[src/rtl/cas_tx_pkg.sv]
package cas_tx_pkg;

    // Width of one timeslot byte.
    localparam int unsigned SIG_W      = 8;
    // Defaults for the top-level geometry.
    localparam int unsigned SIG_REGS   = 16;
    localparam int unsigned FRAME_LEN  = 256;
    localparam int unsigned SIG_SLOT   = 16;
    // Register 0 after reset: alignment 0000, spare bits 3,1,0 high, alarm (bit 2) low.
    localparam logic [SIG_W-1:0] FIRST_RST = 8'b0000_1011;

    typedef enum logic {
        MODE_CAS = 1'b0,
        MODE_CCS = 1'b1
    } sig_mode_e;

    function automatic logic [SIG_W-1:0] reg_reset_value(input int unsigned idx);
        return (idx == 0) ? FIRST_RST : '0;
    endfunction

    // Value placed in the shadow bank when the boundary copy happens.
    function automatic logic [SIG_W-1:0] load_value(input logic [SIG_W-1:0] raw,
                                                    input sig_mode_e       mode,
                                                    input logic            first);
        if (first && mode == MODE_CAS)
            return {{(SIG_W/2){1'b0}}, raw[SIG_W/2-1:0]};
        return raw;
    endfunction

endpackage

[src/rtl/cas_timing.sv]
module cas_timing
    import cas_tx_pkg::*;
#(
    parameter int unsigned FRAME_BITS = FRAME_LEN,
    parameter int unsigned MF_FRAMES  = SIG_REGS,
    parameter int unsigned SLOT_IDX   = SIG_SLOT,
    localparam int unsigned PW = $clog2(FRAME_BITS),
    localparam int unsigned FW = $clog2(MF_FRAMES),
    localparam int unsigned BW = $clog2(SIG_W)
) (
    input  logic          clk,
    input  logic          rst,
    input  logic          bit_stb,
    input  logic          frm_stb,
    input  logic          mf_stb,
    output logic          boundary,
    output logic          in_slot,
    output logic [FW-1:0] frame_idx,
    output logic [BW-1:0] bit_sel
);

    localparam logic [PW-1:0] LAST_POS = PW'(FRAME_BITS - 1);
    localparam logic [PW-1:0] SLOT_LO  = PW'(SLOT_IDX * SIG_W);
    localparam logic [PW-1:0] SLOT_HI  = PW'(SLOT_IDX * SIG_W + SIG_W - 1);
    localparam logic [FW-1:0] LAST_FRM = FW'(MF_FRAMES - 1);

    logic [PW-1:0] bit_cnt;
    logic [PW-1:0] pos_now;
    logic [FW-1:0] frm_cnt;

    // Position of the bit presented on this bit_stb cycle.
    assign pos_now = frm_stb ? '0 : bit_cnt;

    always_ff @(posedge clk) begin
        if (rst)
            bit_cnt <= '0;
        else if (bit_stb)
            bit_cnt <= (pos_now == LAST_POS) ? '0 : pos_now + PW'(1);
    end

    always_ff @(posedge clk) begin
        if (rst)
            frm_cnt <= '0;
        else if (bit_stb && frm_stb)
            frm_cnt <= mf_stb ? '0 : ((frm_cnt == LAST_FRM) ? '0 : frm_cnt + FW'(1));
    end

    assign boundary  = bit_stb && frm_stb && mf_stb;
    assign in_slot   = bit_stb && (pos_now >= SLOT_LO) && (pos_now <= SLOT_HI);
    assign frame_idx = frm_cnt;
    // Slot starts on a byte multiple, so the low bits count 0..7; MSB goes first.
    assign bit_sel   = ~pos_now[BW-1:0];

    AST_MF_FRAME0: assert property (@(posedge clk) disable iff (rst)
        boundary |=> frame_idx == '0);

endmodule

[src/rtl/cas_reg_bank.sv]
module cas_reg_bank
    import cas_tx_pkg::*;
#(
    parameter int unsigned NREG = SIG_REGS,
    localparam int unsigned AW = $clog2(NREG)
) (
    input  logic                       clk,
    input  logic                       rst,
    input  logic                       wr_en,
    input  logic [AW-1:0]              wr_addr,
    input  logic [SIG_W-1:0]           wr_data,
    output logic [NREG-1:0][SIG_W-1:0] regs
);

    for (genvar i = 0; i < NREG; i++) begin : g_reg
        always_ff @(posedge clk) begin
            if (rst)
                regs[i] <= reg_reset_value(i);
            else if (wr_en && wr_addr == AW'(i))
                regs[i] <= wr_data;
        end

        AST_WR_ONLY_TARGET: assert property (@(posedge clk) disable iff (rst)
            !(wr_en && wr_addr == AW'(i)) |=> $stable(regs[i]));
    end

endmodule

[src/rtl/cas_shadow.sv]
module cas_shadow
    import cas_tx_pkg::*;
#(
    parameter int unsigned NREG = SIG_REGS,
    localparam int unsigned FW = $clog2(NREG),
    localparam int unsigned BW = $clog2(SIG_W)
) (
    input  logic                       clk,
    input  logic                       rst,
    input  logic                       boundary,
    input  sig_mode_e                  mode,
    input  logic [NREG-1:0][SIG_W-1:0] regs,
    input  logic [FW-1:0]              frame_idx,
    input  logic [BW-1:0]              bit_sel,
    output logic                       sig_bit
);

    logic [NREG-1:0][SIG_W-1:0] shadow;

    for (genvar i = 0; i < NREG; i++) begin : g_shd
        always_ff @(posedge clk) begin
            if (rst)
                shadow[i] <= reg_reset_value(i);
            else if (boundary)
                shadow[i] <= load_value(regs[i], mode, i == 0);
        end
    end

    assign sig_bit = shadow[frame_idx][bit_sel];

    AST_SHADOW_HOLD: assert property (@(posedge clk) disable iff (rst)
        !boundary |=> $stable(shadow));
    AST_ALIGN_ZERO: assert property (@(posedge clk) disable iff (rst)
        boundary && mode == MODE_CAS |=> shadow[0][SIG_W-1:SIG_W/2] == '0);
    AST_LOW_NIBBLE: assert property (@(posedge clk) disable iff (rst)
        boundary |=> shadow[0][SIG_W/2-1:0] == $past(regs[0][SIG_W/2-1:0]));
    AST_CCS_RAW: assert property (@(posedge clk) disable iff (rst)
        boundary && mode == MODE_CCS |=> shadow[0] == $past(regs[0]));

endmodule

[src/rtl/cas_mf_flag.sv]
module cas_mf_flag (
    input  logic clk,
    input  logic rst,
    input  logic boundary,
    input  logic flag_clr,
    output logic mf_flag
);

    always_ff @(posedge clk) begin
        if (rst)
            mf_flag <= 1'b0;
        else if (boundary)
            mf_flag <= 1'b1;
        else if (flag_clr)
            mf_flag <= 1'b0;
    end

    AST_FLAG_SET: assert property (@(posedge clk) disable iff (rst)
        boundary |=> mf_flag);
    AST_FLAG_CLR: assert property (@(posedge clk) disable iff (rst)
        flag_clr && !boundary |=> !mf_flag);
    AST_FLAG_HOLD: assert property (@(posedge clk) disable iff (rst)
        !boundary && !flag_clr |=> $stable(mf_flag));

endmodule

[src/rtl/cas_tx_inserter.sv]
module cas_tx_inserter
    import cas_tx_pkg::*;
#(
    parameter int unsigned NREG       = SIG_REGS,
    parameter int unsigned FRAME_BITS = FRAME_LEN,
    parameter int unsigned SLOT_IDX   = SIG_SLOT,
    localparam int unsigned AW = $clog2(NREG),
    localparam int unsigned FW = $clog2(NREG),
    localparam int unsigned BW = $clog2(SIG_W)
) (
    input  logic             clk,
    input  logic             rst,
    input  logic             bit_stb,
    input  logic             frm_stb,
    input  logic             mf_stb,
    input  logic             ser_in,
    output logic             ser_out,
    input  logic             ins_en,
    input  logic             ccs_mode,
    input  logic             wr_en,
    input  logic [AW-1:0]    wr_addr,
    input  logic [SIG_W-1:0] wr_data,
    input  logic             flag_clr,
    output logic             mf_flag
);

    logic                       boundary;
    logic                       in_slot;
    logic [FW-1:0]              frame_idx;
    logic [BW-1:0]              bit_sel;
    logic [NREG-1:0][SIG_W-1:0] regs;
    logic                       sig_bit;
    sig_mode_e                  mode;

    assign mode = sig_mode_e'(ccs_mode);

    cas_timing #(
        .FRAME_BITS (FRAME_BITS),
        .MF_FRAMES  (NREG),
        .SLOT_IDX   (SLOT_IDX)
    ) u_timing (
        .clk       (clk),
        .rst       (rst),
        .bit_stb   (bit_stb),
        .frm_stb   (frm_stb),
        .mf_stb    (mf_stb),
        .boundary  (boundary),
        .in_slot   (in_slot),
        .frame_idx (frame_idx),
        .bit_sel   (bit_sel)
    );

    cas_reg_bank #(.NREG(NREG)) u_regs (
        .clk     (clk),
        .rst     (rst),
        .wr_en   (wr_en),
        .wr_addr (wr_addr),
        .wr_data (wr_data),
        .regs    (regs)
    );

    cas_shadow #(.NREG(NREG)) u_shadow (
        .clk       (clk),
        .rst       (rst),
        .boundary  (boundary),
        .mode      (mode),
        .regs      (regs),
        .frame_idx (frame_idx),
        .bit_sel   (bit_sel),
        .sig_bit   (sig_bit)
    );

    cas_mf_flag u_flag (
        .clk      (clk),
        .rst      (rst),
        .boundary (boundary),
        .flag_clr (flag_clr),
        .mf_flag  (mf_flag)
    );

    always_ff @(posedge clk) begin
        if (rst)
            ser_out <= 1'b1;
        else if (bit_stb)
            ser_out <= (ins_en && in_slot) ? sig_bit : ser_in;
    end

    AST_PASS_THRU: assert property (@(posedge clk) disable iff (rst)
        bit_stb && !ins_en |=> ser_out == $past(ser_in));
    AST_OUT_HOLD: assert property (@(posedge clk) disable iff (rst)
        !bit_stb |=> $stable(ser_out));
    AST_OUTSIDE_SLOT: assert property (@(posedge clk) disable iff (rst)
        bit_stb && ins_en && !in_slot |=> ser_out == $past(ser_in));

endmodule

[config.mk]
export PLATFORM = sky130hd
export DESIGN_NAME = cas_tx_inserter
export DESIGN_NICKNAME = d
export VERILOG_FILES = /design/src/rtl/cas_tx_pkg.sv /design/src/rtl/cas_timing.sv /design/src/rtl/cas_reg_bank.sv /design/src/rtl/cas_shadow.sv /design/src/rtl/cas_mf_flag.sv /design/src/rtl/cas_tx_inserter.sv
export SDC_FILE = /design/constraint.sdc
export NUM_CORES = 1
export LEC_CHECK = 0
export BUFFER_PORTS_ARGS = -buffer_cell sky130_fd_sc_hd__buf_2
export CORE_MARGIN = 8
export CORE_UTILIZATION = 40
export CTS_CLUSTER_DIAMETER = 150
export CTS_CLUSTER_SIZE = 30
export DETAILED_ROUTE_END_ITERATION = 7
export SYNTH_ARGS = -nofsm -noshare
export SYNTH_HDL_FRONTEND = slang
export SYNTH_SLANG_ARGS = --single-unit
[constraint.sdc]
create_clock -name clk -period 3.5 [get_ports clk]
set_input_delay 0.175 -clock clk [delete_from_list [all_inputs] [get_ports clk]]
set_output_delay 0.175 -clock clk [all_outputs]
set_load 0.02 [all_outputs]
==> flow_metrics.env <==
export IMPL_synth_avg_cell_area_sq_um=9.01
export IMPL_grt_pass1_wl_um=42600
export IMPL_critPathMaxStageDelay_ps=620
export IMPL_critical_path_class="flip-flop to flip-flop"
export IMPL_muxShareOfSynthArea_pct=18.5
export IMPL_worst_clock_skew_ps=10.1
export IMPL_synth_top_cell_by_area="dfxtp_1"
export IMPL_synth_simple_gate_area_share_pct=17.6
export IMPL_power_density_mw_per_mm2=435
export IMPL_cts_tree="built"
export IMPL_setup_viol=0
export IMPL_slew_viol_final=0
export IMPL_antenna_found_initial=0
export IMPL_synth_compound_area_share_pct=9.96
export IMPL_drive_gt1_share_pct=4.97
export IMPL_cts_inserted_buffers=12
export IMPL_cpLargestDelayFamily="compound AO/OA/AOI/OAI gates"
export IMPL_synth_seq_area_share_pct=49.8
export IMPL_final_cell_mix="269 x dfxtp_1, 267 x nand2_1, 159 x mux2i_1"
export IMPL_fmax_ghz=0.384
export IMPL_synth_top_family_by_area="multiplexers"
export IMPL_num_io_pins=24
export IMPL_critical_path_max_fanout=16
export IMPL_ys_types=48
export IMPL_place_gp_congestion=0.822
export IMPL_path_buf_inv=1
export IMPL_die_h_um=181
export IMPL_hold_depth=3
export IMPL_cts_clk_slew_worst_paths_ps=110
export IMPL_antenna_cells=0
export IMPL_post_cts_buffers=0
export IMPL_synth_xor_area_share_pct=0.0807
export IMPL_hp_class="input port to flip-flop"
export IMPL_vias=8045
export IMPL_worstMarginPinSlew_ps=1150
export IMPL_rsz0062_at_grt="false"
export IMPL_yosys_warnings=0
export IMPL_htree_num_levels=1
export IMPL_start_util_pct=40.5
export IMPL_final_cells=1507
export IMPL_dp_slack_ps=914
export IMPL_worstSkewPairLatency_ps=480
export IMPL_synthTopCellsByArea="dfxtp_1 50%, mux2i_1 15%, nand2_1 9.2%"
export IMPL_reg2reg_slack_ps=900
export IMPL_first_pass_iters=5
export IMPL_holdWs_ps=82.1
export IMPL_placedCellCount=1492
export IMPL_hold_path_end="u_timing.bit_cnt[2]"
export IMPL_max_slew_margin_rel_pct=23.1
export IMPL_period_minus_slack_ps=2600
export IMPL_final_common_cell="dfxtp_1"
export IMPL_rows=60
export IMPL_synth_fa_ha_area_share_pct=0.231
export IMPL_dp_final_hpwl_um=17500
export IMPL_cp_data_required_time_ps=3880
export IMPL_ant_nets=0
export IMPL_ir_worst_vdd_mv=0.254
export IMPL_dieArea_sq_mm=0.0327
export IMPL_die_w_um=181
export IMPL_final_nets=1191
export IMPL_first_global_vias=7262
export IMPL_syn2layout_area_growth_pct=6.01
export IMPL_path_cells="buf_4 > nor2b_1 > a22oi_1 > a211oi_1 > nor4_1 > o31ai_1 > a211oi_2"
export IMPL_wirelength_um=27600
export IMPL_period_share_pct=74.4
export IMPL_drv_cap=0
export IMPL_synth_ff_type="dfxtp_1"
export IMPL_drtIter0Drc=715
export IMPL_syn_cell_area_sq_mm=0.0109
export IMPL_setup_worst_path_start_class="flip-flop"
export IMPL_via_per_inst=5.34
export IMPL_cts_resized=0
export IMPL_rr_worst_depth=7
export IMPL_netlist_area_leader_share_pct=49.8
export IMPL_crit_slowest_cell="nor2b_1"
export IMPL_synthArstFlopShare_pct=0
export IMPL_holdCritStartpoint="bit_stb"
export IMPL_grt_use_total_pct=16.2
export IMPL_r2r_end="ser_out"
export IMPL_worst_slack_ps=897
export IMPL_ctsRootBufferMaster="clkbuf_16"
export IMPL_fin_tns_setup_ps=0
export IMPL_ys_ff_latch=270
export IMPL_reg2reg_from="u_timing.frame_idx[0]"
export IMPL_cts_path_max_buffers=3
export IMPL_port_buffers=23
export IMPL_synth_nets=1229
export IMPL_grt_remaining_overflow=0
export IMPL_core_area_sq_mm=0.0268
export IMPL_drc=0
export IMPL_crit_arrival_ps=2980
export IMPL_synthCells=1205
export IMPL_leakagePower_nw=4.10
export IMPL_status="completed"
export IMPL_grt_max_degree=160
export IMPL_cts_num_sinks=270
export IMPL_post_drt_wl_per_cell_um=18.3
export IMPL_n_fill_cell=2623
export IMPL_hold_viol=0
export IMPL_synth_edf_count=0
export IMPL_cp_end_kind="flip-flop"
-- worst min-delay path, stage by stage --
cell and delay (ps):
buf_2 190, o2111ai_1 110, a21oi_1 60
-- where the power goes --
group / switching [W] / internal (W)
Combinational: 0.000202 / 0.0000775
Clock: 0.000933 / 0.000672
Sequential: 0.0000183 / 0.00310
Total: 0.00115 / 0.00385
-- flip-flops by register name (all words and copies together) (netlist names) --
signal / count
ser_out: 1
u_flag.mf_flag: 1
u_regs.regs: 128
u_shadow.shadow: 128
u_timing.bit_cnt: 8
u_timing.frame_idx: 4
-- worst max-delay path by stage --
stage	start	end	slack, ps	depth (start not counted)
floorplan	u_timing.frame_idx[0]	ser_out	1620	6
global placement	u_timing.frame_idx[0]	ser_out	980	7
detailed placement	u_timing.frame_idx[0]	ser_out	910	7
CTS	u_timing.frame_idx[0]	ser_out	890	7
global route	u_timing.frame_idx[0]	ser_out	720	7
finish	u_timing.frame_idx[0]	ser_out	900	7
-- layout make-up --
cell class / instances / area, sq um / share of cell area (%)
Tap cell: 341 / 427 / 3.71
Clock buffer: 13 / 325 / 2.83
Inverter: 5 / 18.8 / 0.163
Multi-Input combinational cell: 840 / 5050 / 43.9
Sequential cell: 270 / 5410 / 47.0
Timing Repair Buffer: 38 / 279 / 2.42
-- synth_stat cells, types with 2 or more instances --
cell type,count
and3_1,5
a31oi_1,2
clkbuf_1,74
or3_1,3
mux2i_1,159
nand3_1,13
a211o_1,3
buf_6,4
a21oi_1,142
buf_1,6
buf_2,2
mux4_1,16
nor2b_1,8
nand2_1,267
nor4_1,3
buf_4,3
o21ai_0,7
dfxtp_1,270
nand3b_1,5
a22oi_1,17
nand2b_1,8
nor2_1,152
ha_1,2
nor3b_1,2
inv_1,4
a211oi_1,6
-- cells by family after synthesis --
family,count (synthesis)
mux,175
fa+ha+maj,2
buf+inv,95
xor+xnor,1
simple gates,472
compound gates,190
flops,270
-- per-layer routing --
metal / GRT usage (%) / share of wire (%) / up-vias
li1: - / - / 3987
met1: 21.4 / 46 / 3877
met2: 27.6 / 48 / 152
met3: 2.15 / 4.4 / 29
met4: 3.51 / 1.7 / 0
met5: 0 / 0 / -
-- through the flow --
stage               instance area (sq um)  power [W]  utilization, %
floorplan                           10900    0.00337               -
global placement                    11200    0.00346            41.6
detailed placement                  11200    0.00347            41.6
CTS                                 11500    0.00505            42.9
global route                        11500    0.00518            42.9
finish                              11500    0.00500            42.9
-- what timing repair did --
action / in CTS / in global routing
endpoints found under the hold margin: 3 / 0
setup endpoints to repair: 0 / 0
hold buffers: 2 / 0
No activity file was read; power rests on OpenSTA's default activity.
